==> config.mk <==
export PLATFORM = sky130hd
export DESIGN_NAME = sram_async_ctrl
export DESIGN_NICKNAME = d
export VERILOG_FILES = /design/src/rtl/stc_pkg.sv /design/src/rtl/stc_interval_cnt.sv /design/src/rtl/stc_oe_tracker.sv /design/src/rtl/stc_rd_capture.sv /design/src/rtl/sram_async_ctrl.sv
export SDC_FILE = /design/constraint.sdc
export NUM_CORES = 1
export LEC_CHECK = 0
export ABC_AREA = 1
export ABC_CLOCK_PERIOD_IN_PS = 1800
export BUFFER_PORTS_ARGS = -buffer_cell sky130_fd_sc_hd__buf_2
export CORE_MARGIN = 5
export CORE_UTILIZATION = 45
export DETAILED_ROUTE_END_ITERATION = 8
export PLACE_DENSITY = 0.85
export SLEW_MARGIN = 20
export SYNTH_ARGS = -nofsm -noshare
export SYNTH_HDL_FRONTEND = slang
export SYNTH_HIERARCHICAL = 1
export SYNTH_SLANG_ARGS = --single-unit
==> constraint.sdc <==
create_clock -name clk -period 1.8 [get_ports clk]
set_input_delay 0.36 -clock clk [delete_from_list [all_inputs] [get_ports clk]]
set_output_delay 0.36 -clock clk [all_outputs]
set_load 0.01 [all_outputs]
==> src/rtl/stc_pkg.sv <==
package stc_pkg;
  typedef enum logic [2:0] {
    ST_IDLE,
    ST_RD,
    ST_WSET,
    ST_WPUL,
    ST_WREC
  } stc_state_e;

  function automatic int unsigned ns_to_cyc(int unsigned ns, int unsigned per);
    int unsigned c;
    c = (ns + per - 1) / per;
    if (c < 1) c = 1;
    return c;
  endfunction

  function automatic int unsigned max_u(int unsigned a, int unsigned b);
    return (a > b) ? a : b;
  endfunction
endpackage

==> src/rtl/stc_interval_cnt.sv <==
module stc_interval_cnt #(
  parameter int CW = 8
) (
  input  logic          clk,
  input  logic          rst_n,
  input  logic          load_i,
  input  logic [CW-1:0] load_val_i,
  output logic          last_o
);
  logic [CW-1:0] cnt_q, cnt_d;
  logic          cnt_en;

  always_comb begin
    cnt_en = load_i || (cnt_q != '0);
    cnt_d  = load_i ? load_val_i : cnt_q - 1'b1;
  end

  always_ff @(posedge clk or negedge rst_n) begin
    if (!rst_n)      cnt_q <= '0;
    else if (cnt_en) cnt_q <= cnt_d;
  end

  assign last_o = (cnt_q == '0);
endmodule

==> src/rtl/stc_oe_tracker.sv <==
module stc_oe_tracker #(
  parameter int TA_CYC = 1,
  parameter int CW     = 8
) (
  input  logic clk,
  input  logic rst_n,
  input  logic oe_n_i,
  output logic settled_o
);
  localparam logic [CW-1:0] TA_MAX = CW'(TA_CYC);

  logic [CW-1:0] hi_q, hi_d;
  logic          hi_en;

  always_comb begin
    hi_en = !oe_n_i || (hi_q != TA_MAX);
    hi_d  = !oe_n_i ? '0 : hi_q + 1'b1;
  end

  always_ff @(posedge clk or negedge rst_n) begin
    if (!rst_n)     hi_q <= TA_MAX;
    else if (hi_en) hi_q <= hi_d;
  end

  assign settled_o = (hi_q == TA_MAX);

  p_settle_clears_r6: assert property (@(posedge clk) disable iff (!rst_n)
    !oe_n_i |=> !settled_o);
endmodule

==> src/rtl/stc_rd_capture.sv <==
module stc_rd_capture #(
  parameter int DW = 16
) (
  input  logic          clk,
  input  logic          rst_n,
  input  logic          cap_i,
  input  logic [1:0]    be_i,
  input  logic [DW-1:0] dq_i,
  output logic [DW-1:0] rdata_o
);
  localparam int LW = DW / 2;

  logic [DW-1:0] masked;

  for (genvar g = 0; g < 2; g++) begin : g_lane
    assign masked[g*LW +: LW] = be_i[g] ? dq_i[g*LW +: LW] : '0;
  end

  always_ff @(posedge clk or negedge rst_n) begin
    if (!rst_n)     rdata_o <= '0;
    else if (cap_i) rdata_o <= masked;
  end
endmodule

==> src/rtl/sram_async_ctrl.sv <==
module sram_async_ctrl #(
  parameter int AW       = 16,
  parameter int DW       = 16,
  parameter int CLK_NS   = 10,
  parameter int T_RC_NS  = 12,
  parameter int T_AA_NS  = 12,
  parameter int T_WC_NS  = 12,
  parameter int T_WP_NS  = 10,
  parameter int T_DW_NS  = 8,
  parameter int T_HZ_NS  = 6
) (
  input  logic          clk,
  input  logic          rst_n,
  input  logic          req_i,
  input  logic          req_we_i,
  input  logic [AW-1:0] req_addr_i,
  input  logic [DW-1:0] req_wdata_i,
  input  logic [1:0]    req_be_i,
  output logic          ready_o,
  output logic [DW-1:0] rdata_o,
  output logic [AW-1:0] mem_addr_o,
  output logic          mem_ce_n_o,
  output logic          mem_we_n_o,
  output logic          mem_oe_n_o,
  output logic          mem_lb_n_o,
  output logic          mem_ub_n_o,
  output logic [DW-1:0] mem_dq_o,
  output logic          mem_dq_oe_o,
  input  logic [DW-1:0] mem_dq_i
);
  import stc_pkg::*;

  localparam int CW      = 8;
  localparam int RD_CYC  = ns_to_cyc(max_u(T_RC_NS, T_AA_NS), CLK_NS);
  localparam int WP_CYC  = ns_to_cyc(max_u(T_WP_NS, T_DW_NS), CLK_NS);
  localparam int WC_CYC  = ns_to_cyc(T_WC_NS, CLK_NS);
  localparam int REC_CYC = (WC_CYC > WP_CYC + 2) ? (WC_CYC - WP_CYC - 1) : 1;
  localparam int TA_CYC  = ns_to_cyc(T_HZ_NS, CLK_NS);
  localparam logic [CW-1:0] RD_LD  = CW'(RD_CYC - 1);
  localparam logic [CW-1:0] WP_LD  = CW'(WP_CYC - 1);
  localparam logic [CW-1:0] REC_LD = CW'(REC_CYC - 1);

  stc_state_e    state_q, state_d;
  logic [AW-1:0] addr_q;
  logic [DW-1:0] wdata_q;
  logic [1:0]    be_q;
  logic          ready_q, ready_d;
  logic          take;
  logic          cnt_load;
  logic [CW-1:0] cnt_val;
  logic          cnt_last;
  logic          oe_settled;
  logic          cap;
  logic          active;

  stc_interval_cnt #(.CW(CW)) i_cnt (
    .clk(clk), .rst_n(rst_n), .load_i(cnt_load), .load_val_i(cnt_val), .last_o(cnt_last)
  );

  stc_oe_tracker #(.TA_CYC(TA_CYC), .CW(CW)) i_oe_trk (
    .clk(clk), .rst_n(rst_n), .oe_n_i(mem_oe_n_o), .settled_o(oe_settled)
  );

  stc_rd_capture #(.DW(DW)) i_cap (
    .clk(clk), .rst_n(rst_n), .cap_i(cap), .be_i(be_q), .dq_i(mem_dq_i), .rdata_o(rdata_o)
  );

  // next-state and sequencing
  always_comb begin
    state_d  = state_q;
    ready_d  = 1'b0;
    take     = 1'b0;
    cnt_load = 1'b0;
    cnt_val  = '0;
    cap      = 1'b0;
    unique case (state_q)
      ST_IDLE: begin
        if (req_i) begin
          take = 1'b1;
          if (req_be_i == 2'b00) begin
            ready_d = 1'b1;
          end else if (req_we_i) begin
            state_d = ST_WSET;
          end else begin
            state_d  = ST_RD;
            cnt_load = 1'b1;
            cnt_val  = RD_LD;
          end
        end
      end
      ST_RD: begin
        if (cnt_last) begin
          cap     = 1'b1;
          ready_d = 1'b1;
          state_d = ST_IDLE;
        end
      end
      ST_WSET: begin
        if (oe_settled) begin
          state_d  = ST_WPUL;
          cnt_load = 1'b1;
          cnt_val  = WP_LD;
        end
      end
      ST_WPUL: begin
        if (cnt_last) begin
          state_d  = ST_WREC;
          cnt_load = 1'b1;
          cnt_val  = REC_LD;
        end
      end
      ST_WREC: begin
        if (cnt_last) begin
          ready_d = 1'b1;
          state_d = ST_IDLE;
        end
      end
      default: state_d = ST_IDLE;
    endcase
  end

  always_ff @(posedge clk or negedge rst_n) begin
    if (!rst_n) begin
      state_q <= ST_IDLE;
      ready_q <= 1'b0;
    end else begin
      state_q <= state_d;
      ready_q <= ready_d;
    end
  end

  always_ff @(posedge clk or negedge rst_n) begin
    if (!rst_n) begin
      addr_q  <= '0;
      wdata_q <= '0;
      be_q    <= '0;
    end else if (take) begin
      addr_q  <= req_addr_i;
      wdata_q <= req_wdata_i;
      be_q    <= req_be_i;
    end
  end

  // strobe decode from registered state
  assign active      = (state_q != ST_IDLE);
  assign mem_ce_n_o  = !active;
  assign mem_oe_n_o  = (state_q != ST_RD);
  assign mem_we_n_o  = (state_q != ST_WPUL);
  assign mem_lb_n_o  = !(active && be_q[0]);
  assign mem_ub_n_o  = !(active && be_q[1]);
  assign mem_dq_oe_o = (state_q == ST_WPUL) || (state_q == ST_WREC);
  assign mem_dq_o    = wdata_q;
  assign mem_addr_o  = addr_q;
  assign ready_o     = ready_q;

  p_reset_idle_r1: assert property (@(posedge clk)
    !rst_n |-> (mem_ce_n_o && mem_oe_n_o && mem_we_n_o && !mem_dq_oe_o && !ready_o));
  p_no_contention_r6: assert property (@(posedge clk) disable iff (!rst_n)
    !(mem_dq_oe_o && !mem_oe_n_o));
  p_drive_settled_r6: assert property (@(posedge clk) disable iff (!rst_n)
    mem_dq_oe_o |-> oe_settled);
  p_we_pulse_driven_r4: assert property (@(posedge clk) disable iff (!rst_n)
    !mem_we_n_o |-> (mem_dq_oe_o && !mem_ce_n_o));
  p_bs_inside_ce_r5: assert property (@(posedge clk) disable iff (!rst_n)
    mem_ce_n_o |-> (mem_lb_n_o && mem_ub_n_o));
  p_release_before_oe_r7: assert property (@(posedge clk) disable iff (!rst_n)
    $fell(mem_oe_n_o) |-> !$past(mem_dq_oe_o));
  p_ready_idle_r8: assert property (@(posedge clk) disable iff (!rst_n)
    ready_o |-> mem_ce_n_o);
  p_addr_stable_r10: assert property (@(posedge clk) disable iff (!rst_n)
    (!mem_ce_n_o && !$past(mem_ce_n_o)) |-> $stable(mem_addr_o));
  p_rw_exclusive_r2: assert property (@(posedge clk) disable iff (!rst_n)
    $onehot0({!mem_we_n_o, !mem_oe_n_o}));
endmodule

Yosys cells after proc, flatten, opt, wreduce, memory -nomap -nowiden
Cells that the tools add are included.
{"block": "totals", "regBits": 70, "in_bits": 54, "out_inout_bits": 55, "wordCells": 66}
{"block": "classes", "addsub": 2, "n_eq_ne": 13, "muxes": 27, "n_reduce_logical": 16}
{"op": "8-bit 2-to-1 mux", "n": 4}
{"op": "3-bit 2-to-1 mux", "n": 5}
{"op": "1-bit 2-to-1 mux", "n": 14}
{"op": "3-bit one-hot mux with 4 select lines", "n": 1}
{"op": "8-bit by 1-bit adder with 8-bit output, second input constant", "n": 1}
{"op": "8-bit by 1-bit equality test with 1-bit output, second input constant", "n": 1}
{"op": "8-bit zero test", "n": 1}
{"op": "8-bit by 1-bit inequality test with 1-bit output, second input constant", "n": 1}
{"op": "8-bit nonzero test", "n": 1}
{"op": "8-bit by 1-bit subtractor with 8-bit output, second input constant", "n": 1}
{"op": "3-bit by 2-bit equality test with 1-bit output, second input constant", "n": 2}
{"op": "2-bit inequality test, second input constant", "n": 3}
{"op": "5-bit AND reduction", "n": 1}
{"op": "1-bit zero test", "n": 4}
{"op": "2-bit by 1-bit inequality test with 1-bit output, second input constant", "n": 2}
{"op": "3-bit by 1-bit equality test with 1-bit output, second input constant", "n": 1}
{"op": "3-bit equality test, second input constant", "n": 1}
{"op": "3-bit zero test", "n": 1}
{"op": "1-bit logical OR", "n": 3}
{"op": "3-bit by 1-bit inequality test with 1-bit output, second input constant", "n": 1}
{"op": "3-bit by 2-bit inequality test with 1-bit output, second input constant", "n": 1}
{"op": "1-bit one-hot mux with 3 select lines", "n": 1}
{"op": "3-bit nonzero test", "n": 1}
{"op": "1-bit logical AND", "n": 2}
{"op": "other kinds (4)", "n": 4}

Depth between registers and ports, before layout
{"block": "logic_depth", "depth_word": 5, "depth_mapped": 11, "mapped_depth_nobuf": 10}

Hierarchy
The synthesis kept the hierarchy.
{"mod": "sram_async_ctrl", "instances": 1, "cells_each": 201, "area_each_um2": 1696.6, "seq_area_each_um2": 950.9}
{"mod": "stc_rd_capture", "instances": 1, "cells_each": 70, "area_each_um2": 689.4, "seq_area_each_um2": 400.4}
{"mod": "stc_interval_cnt", "instances": 1, "cells_each": 77, "area_each_um2": 543.0, "seq_area_each_um2": 200.2}
{"mod": "stc_oe_tracker", "instances": 1, "cells_each": 67, "area_each_um2": 469.2, "seq_area_each_um2": 201.4}

Worst setup path before layout
Ideal clock, no wire load.
{"block": "synth_path", "kind": "reg2reg", "from": "register i_cnt.cnt_q[0]", "to": "register i_cnt.cnt_q[5]", "setup_ps": 121, "t_arrival_ps": 1803, "required_ps": 1679, "path_slack_ps": -124, "stages_incl_launch_ff": 12, "path_buffers": 1, "period_less_slack_ps": 1924, "path_cell_list": "dfrtp_1 inv_1 ha_1 nand2_2 nor2_4 nand4_1 o211ai_1 buf_6 inv_1 or2_1 nand2_1 a21oi_1"}
{"block": "synth_between", "elab_chain_cells": 4, "elab_cells_between_ends": 7, "classes_between": "add/sub: 1; mux: 3; reduce/logical: 3"}
{"element": "start, declared", "line_no": "stc_interval_cnt.sv:10", "rtl": "logic [CW-1:0] cnt_q, cnt_d;"}
{"element": "start signal, assigned", "line_no": "stc_interval_cnt.sv:20", "rtl": "else if (cnt_en) cnt_q <= cnt_d;"}
{"element": "8-bit zero test (*)", "line_no": "stc_interval_cnt.sv:23", "rtl": "assign last_o = (cnt_q == '0);"}
{"element": "named net cnt_last", "line_no": "sram_async_ctrl.sv:51", "rtl": "logic cnt_last;"}
{"element": "1-bit 2-to-1 mux (*)", "line_no": "sram_async_ctrl.sv:106", "rtl": "if (cnt_last) begin"}
{"element": "1-bit one-hot mux with 3 select lines (*)", "line_no": "sram_async_ctrl.sv:76", "rtl": "unique case (state_q)"}
{"element": "named net cnt_load", "line_no": "sram_async_ctrl.sv:49", "rtl": "logic cnt_load;"}
{"element": "8-bit 2-to-1 mux or 1-bit logical OR (tied branches)", "line_no": "stc_interval_cnt.sv:15, stc_interval_cnt.sv:14"}
Mark *: on every way through the listed nets, which the timed path passes. The rest lies on a longest branch.
A chain may end at the register's enable or synchronous reset.

Worst setup path in the final report
{"block": "layout_path", "from": "register i_oe_trk.hi_q[0]", "to": "register i_cnt.cnt_q[5]"}
{"block": "layout_between", "elab_chain_cells": 4, "elab_cells_between_ends": 5, "classes_between": "eq/ne: 1; mux: 3; reduce/logical: 1"}
{"element": "start, declared", "line_no": "stc_oe_tracker.sv:12", "rtl": "logic [CW-1:0] hi_q, hi_d;"}
{"element": "start signal, assigned", "line_no": "stc_oe_tracker.sv:22", "rtl": "else if (hi_en) hi_q <= hi_d;"}
{"element": "8-bit by 1-bit equality test with 1-bit output (*)", "line_no": "stc_oe_tracker.sv:25", "rtl": "assign settled_o = (hi_q == TA_MAX);"}
{"element": "named net oe_settled", "line_no": "sram_async_ctrl.sv:52", "rtl": "logic oe_settled;"}
{"element": "1-bit 2-to-1 mux (*)", "line_no": "sram_async_ctrl.sv:99", "rtl": "if (oe_settled) begin"}
{"element": "1-bit one-hot mux with 3 select lines (*)", "line_no": "sram_async_ctrl.sv:76"}
{"element": "named net cnt_load", "line_no": "sram_async_ctrl.sv:49"}
{"element": "8-bit 2-to-1 mux or 1-bit logical OR (tied branches)", "line_no": "stc_interval_cnt.sv:15, stc_interval_cnt.sv:14"}
Marked as above.

==> results.rst <==
.. list-table::
   :header-rows: 1

   * - Metric
     - Value
   * - Fraction of power consumed by combinational cells
     - ~50%
   * - Area overhead of the layout relative to synthesis
     - 36.63%
   * - Clock buffer count from CTS
     - 9
   * - Average cell area after synthesis
     - roughly 8 um^2
   * - Global-route wire length before repair
     - roughly 15 mm
   * - Placement Rows
     - 31
   * - Status
     - finished, violations left
   * - Number of clock sinks seen by CTS
     - 70
   * - Largest delay share family, worst path
     - flip-flops
   * - Largest net degree at the start of global routing
     - between 70 and 80
   * - Die X-Extent
     - between 90 and 100 um
   * - Fraction of final layout cells sized beyond drive strength 1
     - around two fifths
   * - Crit path time final
     - 1820 ps
   * - Proportion of total power due to net switching
     - between 40% and 50%
   * - Final-report setup violation count
     - 1
   * - Max Buffers Root-to-Sink
     - 2
   * - Clock group share of total power
     - approximately 17%
   * - Final Instance Area
     - between 0.004 and 0.005 mm^2
   * - Power share of the sequential group
     - between 30 and 40%
   * - Power per unit of standard cell area
     - 1716 mW/mm^2
   * - Die height
     - between 90 and 100 um
   * - GRT overflow
     - 0
   * - Least setup slack across all paths after layout
     - -20.07 ps
   * - Core area
     - 0.007292 mm^2
   * - Routed metal-1 wire length
     - ~3.7 mm
   * - Number of library cell types mapped by synthesis
     - 30
   * - Data arrival time at the worst-slack endpoint
     - 2070 ps
   * - Post-synthesis sequential area ratio
     - between 50% and 60%
   * - Maximum VDD drop
     - about 0.99 mV
   * - Area share of the largest cell type after synthesis
     - 50.81%
   * - Required time worst endpoint
     - slightly above 2000 ps
   * - TritonCTS clock tree
     - yes
   * - Root Driver
     - clkbuf_8
   * - Internal Pwr Total
     - about 0.0047 W
   * - Htree depth
     - 3
   * - Most frequent cell after synthesis
     - nand2_1
   * - Total number of nets in the final design
     - 622
   * - Per-cell routed wire length
     - ~14 um
   * - Longest individual stage delay on the worst path
     - about 560 ps
   * - Ranking of synthesized cells by area
     - dfrtp_1 51%, nand2_1 16%, nand3_1 10%
   * - Placed inst area
     - between 0.004 and 0.005 mm^2
   * - Wire length after detailed routing
     - 9.197 mm
   * - Die Area
     - ~0.0094 mm^2
   * - Post-Route Skew
     - between 8 and 9 ps
   * - Number of register bits inferred by synthesis
     - 70
   * - Violations in the final reports
     - negative setup slack
   * - Global router's overall resource usage
     - just under 20%
   * - Clock transition time at the flip-flop clock pins of the worst setup and hold paths
     - ~80 ps
   * - Post-synth EDFFs
     - 0
   * - Cell at the slowest stage of the critical path
     - dfstp_2
   * - Amount of wire on met2 after detailed routing
     - 4.556 mm
   * - Detailed Routing Iterations Pass 1
     - 4
   * - Most area-hungry cell type in the Yosys netlist
     - dfrtp_1
   * - Setup repair after global routing missed its margin
     - true
   * - Drt first-iter violations
     - between 150 and 200
   * - Leading register cell type out of synthesis
     - dfrtp_1
   * - Detail-routed via count per cell
     - approximately 5
   * - Met3 routed wirelength
     - about 710 um
   * - Detailed placer's ending HPWL
     - 6.203 mm
   * - Post-synth design cell area
     - 0.003398 mm^2
   * - Buffer and inverter count on the worst path
     - 3
   * - Synth async-reset ratio
     - between 90% and 100%
   * - Utilization of the core after routing
     - between 60% and 70%
   * - Top-Level Pins
     - 109
   * - Cells along the critical path
     - ha_4 -> nand2_4 -> nor2_4 -> inv_2 -> o211ai_1 -> buf_4 -> clkinvlp_4 -> or2_1 -> nand2_2 -> a21oi_2
   * - Min-delay worst type
     - input pin to asynchronous set/reset pin
   * - Post-detailed-route count of antenna-violating nets
     - 0
   * - Period utilization
     - 101.1%
   * - Number of global-route vias before repair
     - between 3000 and 4000
   * - Number of max-cap violations
     - 0
   * - Pwr Total
     - approximately 0.008 W
   * - Antenna diode count
     - 0
   * - Layout fillers
     - 596
   * - Post-placement worst setup slack
     - -61.19 ps
   * - Max Transition Viols Final
     - 0
   * - Instance count of the mapped netlist
     - roughly 420
   * - Count of vias placed by the detailed router
     - 3339
   * - Yosys warnings
     - 6
   * - Antenna violations before repair
     - 0
   * - Remaining design rule violation count
     - 0
   * - Sum of negative setup slack
     - -20.07 ps
   * - CP max FO
     - 4
   * - Kind of end point of the critical path
     - flop
   * - Classification of the worst setup path
     - flop to flop
   * - Max Clock Freq
     - around 550 MHz
   * - P_leak
     - roughly 2.5 nW
   * - Placer's final routability congestion estimate
     - around 0.83
   * - Starting density of the core
     - 46.60%
   * - Switching power of the nets
     - 0.003223 W
   * - Clock latency of the later-clocked register in the worst-skew pair
     - about 360 ps
   * - Hold Vio Cnt, Final
     - 0
   * - Number of input and output port buffers inserted
     - 108
   * - Commonest cells in the netlist
     - 144 x nand2_1, 69 x dfrtp_1, 68 x nand3_1
   * - Uppermost layer routed
     - met4
   * - Critical Path Source Type
     - flop
[area by class of cell]
type                       count  area [um^2]  share of cell area (%)
inverter                      32        136.4                   2.937
timing repair buffer         152        950.9                   20.48
clock buffer                  12        155.1                   3.341
tap                           99        123.9                   2.668
sequential                    70         1755                   37.81
clock inverter                 4        53.80                   1.159
multi-input combinational    300         1468                   31.61
[path summary, 6_finish.rpt]
check / startpoint / to / slack, ps / cells past startpoint
setup / recovery: i_oe_trk/hi_q[0] / i_cnt/cnt_q[5] / -20 / 10
hold / removal: rst_n / i_cnt/cnt_q[5] / 20 / 2
setup reg to reg: i_oe_trk/hi_q[0] / i_cnt/cnt_q[5] / -20 / 10
hold reg to reg: mem_addr_o[15] / mem_addr_o[15] / 470 / 2
max in group asynchronous: rst_n / i_oe_trk/hi_q[0] / 1470 / 2
min in group clk: req_wdata_i[9] / mem_dq_o[9] / 230 / 3
[stage by stage]
step / cells / hold slack (ps)
4_1_cts: 662 / 29.56
3_5_place_dp: 641 / 413.0
5_1_grt: 669 / 44.21
6_report: 669 / 17.99
3_3_place_gp: 641 / 410.0
2_1_floorplan: 421 / 64.41
[flip-flops by register name (all words and copies together), names as in the netlist]
signal,cells
mem_addr_o,16
i_cnt/cnt_q,8
i_oe_trk/hi_q,8
ready_o,1
be_q,2
state_q,3
i_cap/rdata_o,16
mem_dq_o,16
[power groups by stage]
stage               Clock (W)  Sequential, W  Combinational (W)
detailed placement          0        0.00269            0.00338
global placement            0        0.00265            0.00324
CTS                   0.00135        0.00268            0.00368
floorplan                   0        0.00287            0.00186
global route          0.00142        0.00275            0.00438
finish                0.00133        0.00269            0.00395
[kinds of logic after synthesis]
family,count (synthesis),share of synthesized area [%]
simple gates,268,35.38
flops,70,51.58
buf+inv,51,8.063
compound gates,20,3.240
fa+ha+maj,3,1.105
xor+xnor,2,0.5156
other cells,1,0.1104
[routing by layer]
| metal | GRT usage (%) | up-vias |
|---|---|---|
| met2 | 32.96 | 131 |
| li1 | - | 1606 |
| met3 | 6.691 | 22 |
| met5 | 0 | - |
| met1 | 22.33 | 1580 |
| met4 | 8.423 | 0 |
[repair_timing]
item                       in CTS  in global routing
setup endpoints to repair      10                 27
resized for setup              12                 17
pin swaps                       4                  5
cloned                          1                  0
setup buffers                   4                  7
hold buffers                    0                  0
[cells in the final DEF (no fill, tap or decap), types with 11 or more instances in the layout]
| master | netlist | routed |
|---|---|---|
| nand2_1 | 144 | 140 |
| buf_2 | 8 | 107 |
| nand3_1 | 68 | 67 |
| dfrtp_1 | 69 | 67 |
| buf_4 | 1 | 37 |
| nor2_1 | 28 | 26 |
| inv_1 | 26 | 21 |
| nand2_2 | 11 | 14 |
| clkbuf_8 | 0 | 11 |
Power figures use the tool's default switching activity.
